--- src/rtl/conv_seq_pkg.sv ---
package conv_seq_pkg;
    typedef enum logic [1:0] {
        ST_CONVERT = 2'd0,
        ST_SLEEP   = 2'd1,
        ST_OUTPUT  = 2'd2
    } seq_state_e;

    localparam int STATUS_W = 4;
endpackage

--- src/rtl/pin_sync_edge.sv ---
module pin_sync_edge #(
    parameter logic RST_VAL = 1'b1
) (
    input  logic clk,
    input  logic rst_n,
    input  logic pin,
    output logic level,
    output logic rise,
    output logic fall
);
    logic s1_q, s2_q, s3_q;

    always_ff @(posedge clk or negedge rst_n) begin
        if (!rst_n) begin
            s1_q <= RST_VAL;
            s2_q <= RST_VAL;
            s3_q <= RST_VAL;
        end else begin
            s1_q <= pin;
            s2_q <= s1_q;
            s3_q <= s2_q;
        end
    end

    assign level = s2_q;
    assign rise  = s2_q & ~s3_q;
    assign fall  = ~s2_q & s3_q;
endmodule

--- src/rtl/conv_timer.sv ---
module conv_timer #(
    parameter int CONV_CYCLES = 64
) (
    input  logic clk,
    input  logic rst_n,
    input  logic run,
    output logic done
);
    localparam int CW = $clog2(CONV_CYCLES + 1);

    logic [CW-1:0] cnt_q;

    assign done = run && (cnt_q == CW'(CONV_CYCLES - 1));

    always_ff @(posedge clk or negedge rst_n) begin
        if (!rst_n) begin
            cnt_q <= '0;
        end else if (!run || done) begin
            cnt_q <= '0;
        end else begin
            cnt_q <= cnt_q + 1'b1;
        end
    end

    // the count never passes the conversion length
    a_r2_cnt_bounded: assert property (@(posedge clk) disable iff (!rst_n)
        cnt_q < CW'(CONV_CYCLES));
endmodule

--- src/rtl/word_shifter.sv ---
module word_shifter #(
    parameter int WORD_W = 24
) (
    input  logic              clk,
    input  logic              rst_n,
    input  logic              load,
    input  logic [WORD_W-1:0] word_in,
    input  logic              start,
    input  logic              step,
    output logic              bit_out,
    output logic              last
);
    localparam int IW = $clog2(WORD_W);

    logic [WORD_W-1:0] word_q;
    logic [IW-1:0]     idx_q;

    always_ff @(posedge clk or negedge rst_n) begin
        if (!rst_n) begin
            word_q <= '0;
        end else if (load) begin
            word_q <= word_in;
        end
    end

    always_ff @(posedge clk or negedge rst_n) begin
        if (!rst_n) begin
            idx_q <= IW'(WORD_W - 1);
        end else if (start) begin
            idx_q <= IW'(WORD_W - 1);
        end else if (step && idx_q != '0) begin
            idx_q <= idx_q - 1'b1;
        end
    end

    assign bit_out = word_q[idx_q];
    assign last    = (idx_q == '0);

    // the latched word only changes on a load
    a_r3_word_held: assert property (@(posedge clk) disable iff (!rst_n)
        !load |=> $stable(word_q));
    // the bit index moves only on a step or a restart
    a_r6_idx_steps: assert property (@(posedge clk) disable iff (!rst_n)
        (!step && !start) |=> $stable(idx_q));
endmodule

--- src/rtl/conv_seq.sv ---
module conv_seq
    import conv_seq_pkg::*;
#(
    parameter int RES_W       = 20,
    parameter int CONV_CYCLES = 64
) (
    input  logic             clk,
    input  logic             rst_n,
    input  logic             cs_n,
    input  logic             sck,
    input  logic [RES_W-1:0] res_in,
    input  logic             sign_in,
    input  logic             range_in,
    output logic             sdo_d,
    output logic             sdo_oe
);
    localparam int WORD_W = RES_W + STATUS_W;

    seq_state_e state_q, state_d;

    logic cs_lvl, cs_rise, cs_fall_unused;
    logic sck_lvl_unused, sck_rise_unused, sck_fall;
    logic conv_done, shift_bit, shift_last;
    logic first_q;
    logic start_out, step_out;

    pin_sync_edge #(.RST_VAL(1'b1)) u_cs_sync (
        .clk(clk), .rst_n(rst_n), .pin(cs_n),
        .level(cs_lvl), .rise(cs_rise), .fall(cs_fall_unused)
    );

    pin_sync_edge #(.RST_VAL(1'b0)) u_sck_sync (
        .clk(clk), .rst_n(rst_n), .pin(sck),
        .level(sck_lvl_unused), .rise(sck_rise_unused), .fall(sck_fall)
    );

    conv_timer #(.CONV_CYCLES(CONV_CYCLES)) u_timer (
        .clk(clk), .rst_n(rst_n),
        .run(state_q == ST_CONVERT),
        .done(conv_done)
    );

    assign start_out = (state_q == ST_SLEEP) && !cs_lvl;
    assign step_out  = (state_q == ST_OUTPUT) && !cs_lvl && sck_fall;

    word_shifter #(.WORD_W(WORD_W)) u_shift (
        .clk(clk), .rst_n(rst_n),
        .load(conv_done),
        .word_in({first_q, 1'b0, sign_in, range_in, res_in}),
        .start(start_out),
        .step(step_out),
        .bit_out(shift_bit),
        .last(shift_last)
    );

    // first-result-after-reset flag
    always_ff @(posedge clk or negedge rst_n) begin
        if (!rst_n) begin
            first_q <= 1'b1;
        end else if (conv_done) begin
            first_q <= 1'b0;
        end
    end

    // state register
    always_ff @(posedge clk or negedge rst_n) begin
        if (!rst_n) begin
            state_q <= ST_CONVERT;
        end else begin
            state_q <= state_d;
        end
    end

    // next state
    always_comb begin
        state_d = state_q;
        unique case (state_q)
            ST_CONVERT: if (conv_done) state_d = ST_SLEEP;
            ST_SLEEP:   if (!cs_lvl)   state_d = ST_OUTPUT;
            ST_OUTPUT: begin
                if (cs_lvl)                      state_d = ST_CONVERT;
                else if (sck_fall && shift_last) state_d = ST_CONVERT;
            end
            default:                             state_d = ST_CONVERT;
        endcase
    end

    // outputs
    always_comb begin
        sdo_oe = !cs_lvl;
        unique case (state_q)
            ST_CONVERT: sdo_d = 1'b1;
            ST_SLEEP:   sdo_d = 1'b0;
            ST_OUTPUT:  sdo_d = shift_bit;
            default:    sdo_d = 1'b1;
        endcase
    end

    // sleep with chip select low leads straight to output
    a_r4_sleep_to_out: assert property (@(posedge clk) disable iff (!rst_n)
        (state_q == ST_SLEEP && !cs_lvl) |=> state_q == ST_OUTPUT);
    // final falling edge ends the transfer
    a_r7_end_after_last: assert property (@(posedge clk) disable iff (!rst_n)
        (state_q == ST_OUTPUT && !cs_lvl && sck_fall && shift_last) |=> state_q == ST_CONVERT);
    // chip select rise aborts output
    a_r8_abort: assert property (@(posedge clk) disable iff (!rst_n)
        (state_q == ST_OUTPUT && cs_rise) |=> state_q == ST_CONVERT);
    // sleep is left only through output
    a_r3_sleep_exit: assert property (@(posedge clk) disable iff (!rst_n)
        (state_q == ST_SLEEP) |=> (state_q == ST_SLEEP || state_q == ST_OUTPUT));
    // conversion ends only when the timer completes
    a_r2_convert_exit: assert property (@(posedge clk) disable iff (!rst_n)
        (state_q == ST_CONVERT && !conv_done) |=> state_q == ST_CONVERT);
endmodule

--- config.mk ---
export PLATFORM = sky130hd
export DESIGN_NAME = conv_seq
export DESIGN_NICKNAME = d
export VERILOG_FILES = /design/src/rtl/conv_seq_pkg.sv /design/src/rtl/pin_sync_edge.sv /design/src/rtl/conv_timer.sv /design/src/rtl/word_shifter.sv /design/src/rtl/conv_seq.sv
export SDC_FILE = /design/constraint.sdc
export NUM_CORES = 1
export LEC_CHECK = 0
export BUFFER_PORTS_ARGS = -buffer_cell sky130_fd_sc_hd__buf_4
export CORE_ASPECT_RATIO = 0.9
export CORE_UTILIZATION = 42
export CTS_CLUSTER_SIZE = 12
export DETAILED_ROUTE_END_ITERATION = 8
export PLACE_DENSITY = 0.66
export SYNTH_ARGS = -nofsm -noshare
export SYNTH_HDL_FRONTEND = slang
export SYNTH_HIERARCHICAL = 1
export SYNTH_SLANG_ARGS = --single-unit
--- constraint.sdc ---
create_clock -name clk -period 4.9 [get_ports clk]
set_input_delay 0.735 -clock clk [delete_from_list [all_inputs] [get_ports clk]]
set_output_delay 0.735 -clock clk [all_outputs]
set_load 0.1 [all_outputs]
### After elaboration in Yosys (flattened, before gate mapping)

Index checks and enable logic that the tools add are counted.

* register bits: 43
* bits of input ports: 26
* output and inout bits: 2

* add/subtract/negate cells: 2
* $lt $le $gt $ge: 1
* eq/ne operators: 6
* multiplexer cells: 11
* bitwise operators: 2
* reductions and logical operators: 14

Operators by type and width (count)
* 5-bit two-way mux: 2
* 2-bit two-way mux: 4
* 7-bit by 1-bit adder with 7-bit output, second input constant: 1
* 7-bit by 6-bit equality test with 1-bit output, second input constant: 1
* 7-bit two-way mux: 1
* 1-bit logical AND: 6
* 5-bit by 6-bit < comparator with 1-bit output, second input constant: 1
* 2-bit case mux with 3 select lines: 1
* 1-bit binary-select mux with 5-bit select: 1
* 5-bit zero test: 1
* 5-bit nonzero test: 1
* 5-bit by 1-bit subtractor with 5-bit output, second input constant: 1
* 2-bit inequality test, second input constant: 2
* 3-bit by 1-bit inequality test with 1-bit output, second input constant: 1
* 3-bit AND reduction: 1
* 2-bit by 1-bit equality test with 1-bit output, second input constant: 1
* 2-bit equality test, second input constant: 1
* 1-bit zero test: 2
* 2-bit zero test: 1
* 1-bit case mux with 2 select lines: 1
* 2-bit nonzero test: 1
* 1-bit AND: 1
* 1-bit logical OR: 1
* 1-bit two-way mux: 1
* 1-bit NOT: 1

### Depth between registers and ports, before layout

* word-level depth: 6
* depth in mapped cells: 7
* mapped depth without buffers: 6

### Cells and area by module

The synthesis kept the hierarchy.

Modules (own cells, without submodules)
* word_shifter: times used 1, cells an instance 103, area each 1377.6 µm², seq. area each 730.7 µm²
* conv_timer: times used 1, cells an instance 28, area each 302.8 µm², seq. area each 175.2 µm²
* conv_seq: times used 1, cells an instance 16, area each 163.9 µm², seq. area each 76.3 µm²
* pin_sync_edge (u_cs_sync): times used 1, cells an instance 5, area each 93.8 µm², seq. area each 78.8 µm²
* pin_sync_edge (u_sck_sync): times used 1, cells an instance 5, area each 90.1 µm², seq. area each 75.1 µm²

### Least setup slack after synthesis

Ideal clock, no wire load.

* path kind: flip-flop to output port
* start point: reg u_shift.idx_q[2]
* end point: out sdo_d
* data arrival time: 2009 ps
* data required time: 4165 ps
* slack: 2156 ps
* stages on the path, launching flop included: 8
* path buffers: 2
* cells stage by stage: dfstp_2 buf_6 buf_2 mux2i_1 a22oi_1 nand3_1 nand3_1 o21a_1

* longest elaborated chain between the ends: 3

Ends and longest elaborated chain
* start: declaration: RTL line word_shifter.sv:16 `logic [IW-1:0] idx_q;`
* start signal: assignment: RTL line word_shifter.sv:28 `idx_q <= IW'(WORD_W - 1);`
* start signal: assignment: RTL line word_shifter.sv:30 `idx_q <= IW'(WORD_W - 1);`
* start signal: assignment: RTL line word_shifter.sv:32 `idx_q <= idx_q - 1'b1;`
* 1-bit binary-select mux with 5-bit select: RTL line word_shifter.sv:36 `assign bit_out = word_q[idx_q];`
* 1-bit two-way mux (implied by the code): RTL line word_shifter.sv:36
* named net shift_bit: RTL line conv_seq.sv:23 `logic conv_done, shift_bit, shift_last;`
* 1-bit case mux with 2 select lines: RTL line conv_seq.sv:91 `unique case (state_q)`
* end: declaration: RTL line conv_seq.sv:14 `output logic sdo_d,`

The timed path passes the listed nets, and every way through them passes these cells. The select of a mux whose other input is x is not followed.

### Worst setup path after layout

* start point: reg u_shift.idx_q[0]
* end point: out sdo_d

Same word-level chain as after synthesis.

==> metrics.yaml <==
run_status:
  outcome: "complete, no violations"
cts:
  clk_path_buf_depth: 2
  cts_buffers: 5
  postCtsHoldBufs: 0
  clockRootBuffer: "clkbuf_8"
  post_cts_buffers: 0
  path_clk_slew_ps: 80
  cts_resized: 0
  h-tree-depth: 2
  tritoncts: "built"
  clk_latency_ps: 300
  clock-sinks: 44
final_layout:
  final_cell_mix: "37 x dfrtp_1, 28 x buf_4, 24 x mux2_2"
  final_util: 0.5229
  final_nets: 210
  drive_gt1_frac: 0.4044
  fill_cells: 417
  fin_cells: 245
  areaGrowthSynthToFinish_pct: 18.51
  final_common_cell: "dfrtp_1"
  antenna_cells: 0
timing:
  fin_crit_sh: 0.5994
  fmaxAchievable_ghz: 0.3405
  rsz0062_at_grt: "false"
  slew_headroom: 0.6350
  setup_violations: 0
  worst_pin_slew_ps: 546.4
  min_period_ps: 2937
  clock_skew_ps: 7.661
  layout_setup_ws_ps: 1963
  drv_slew: 0
  tns_ps: 0
  finalHoldViolCount: 0
power:
  p_total_uw: 663.1
  ir_worst_vdd_mv: 0.1665
  powerDensity_nw_per_um2: 282.5
  p_leak_nw: 1.119
setup_path:
  slowest_delay_ps: 620
  r2r_cells: 6
  timing.rr.start: "u_timer/cnt_q[0]$_DFF_PN0_"
  cp-end-kind: "output pin"
  critPathRequiredTime_ps: 4160
  path_cells: "mux4_2 > a2bb2oi_1 > nand4_1 > nand3_1 > o21a_1 > buf_4"
  crit_type: "reg -> out"
  path_max_fanout: 8
  slowest_stage: "dfstp_2"
  crit_path_start_kind: "flop"
  r2r_setup_slack_ps: 2900
  reg2reg_to: "u_shift/word_q[23]$_DFFE_PN0P_"
  arrival_ps: 2200
global_routing:
  grt_max_degree: 45
  grt_overflow: 0
  grt_pass1_wl_mm: 5.664
  antenna_found_initial: 0
  grt_pass1_vias: 1234
  grtUsageTotal: 0.1616
floorplanning:
  core_um2: 4489
  start_util: 0.4412
  placementRows: 23
  die_w_um: 74.39
  ios: 28
  die_h_um: 67.15
  die_area_um2: 4995
logic_synthesis:
  ys.warnings.count: 6
  synth_cells: 153
  syn-cell-area_um2: 1981
  syn-mean-instance-area_um2: 12.95
  syn-num-nets: 181
drt:
  drtIter0Drc: 36
  num_vias: 1220
  detail_route.first_pass.iterations: 4
  viasPerCell: 4.980
  ant_nets: 0
  drc: 0
  wire_per_inst_um: 14.25
  routed_wirelength_mm: 3.491
worst_hold_path:
  min_path_cells: 0
  hold_class: "reg -> reg"
  min_from: "u_sck_sync/s1_q$_DFF_PN0_"
  worstHoldEndpoint: "u_sck_sync/level$_DFF_PN0_"
place:
  pre_cts_ws_ps: 2287
  dpl.hpwl_mm: 2.537
  dp.cells: 237
  gp_congestion: 0.8624
  io_buffers: 27
flow_run:
  max_cap_viol_count: 0
==> where the power goes <==
| group | total (mW) | switching, mW | internal, mW |
|---|---|---|---|
| logic | 0.0262 | 0.0127 | 0.0136 |
| registers | 0.367 | 0.00114 | 0.366 |
| clock network | 0.270 | 0.119 | 0.151 |
| total | 0.663 | 0.132 | 0.531 |
==> sequential cells by signal, summed over array words and instances, names as in the netlist <==
| signal | cells |
|---|---|
| u_shift/word_q | 24 |
| u_timer/cnt_q | 7 |
| u_shift/idx_q | 5 |
| state_q | 2 |
| first_q | 1 |
| u_cs_sync/level | 1 |
| u_cs_sync/s1_q | 1 |
| u_sck_sync/level | 1 |
| u_sck_sync/s1_q | 1 |
| u_sck_sync/s3_q | 1 |
==> how the worst max path moves through the flow <==
| stage | cells after the start | startpoint | endpoint |
|---|---|---|---|
| after detailed placement | 6 | u_shift/idx_q[0]$_DFFE_PN1P_ | sdo_d |
| final | 6 | u_shift/idx_q[0]$_DFFE_PN1P_ | sdo_d |
| after CTS | 6 | u_shift/idx_q[0]$_DFFE_PN1P_ | sdo_d |
| after global routing | 6 | u_shift/idx_q[0]$_DFFE_PN1P_ | sdo_d |
| after floorplan | 7 | u_shift/idx_q[2]$_DFFE_PN1P_ | sdo_d |
| after global placement | 6 | u_shift/idx_q[0]$_DFFE_PN1P_ | sdo_d |
==> metal layers <==
layer,share of wire,vias up,global-route usage,routed length (µm)
met5,0,-,0,0
met4,0.027,0,0.1061,95
met3,0.032,7,0.04030,113
met2,0.47,23,0.2489,1642
met1,0.47,600,0.2023,1639
li1,-,590,-,-
==> layout make-up <==
cell class | count | area, µm² | area share
clock buffer | 6 | 72.57 | 0.03092
clock inverter | 2 | 35.03 | 0.01493
inverter | 6 | 22.52 | 0.009595
multi-input combinational | 97 | 819.5 | 0.3491
sequential | 44 | 1110 | 0.4728
tap | 62 | 77.57 | 0.03305
timing repair buffer | 28 | 210.2 | 0.08955
==> through the flow <==
stage,area (µm²),hold WS (ps)
finish,2347,357.4
CTS,2347,356.3
detailed placement,2240,337.0
global placement,2240,336.1
global route,2347,366.0
floorplan,1981,331.2
==> worst max-delay path: cells and delay by family, from the launching register on <==
family | cells | cell delay [ps]
buffers and inverters | 1 | 230
DFF | 1 | 620
and+or+nand+nor | 2 | 200
muxes | 1 | 510
AOI/OAI and AO/OA | 2 | 350
Power figures use the tool's default switching activity.
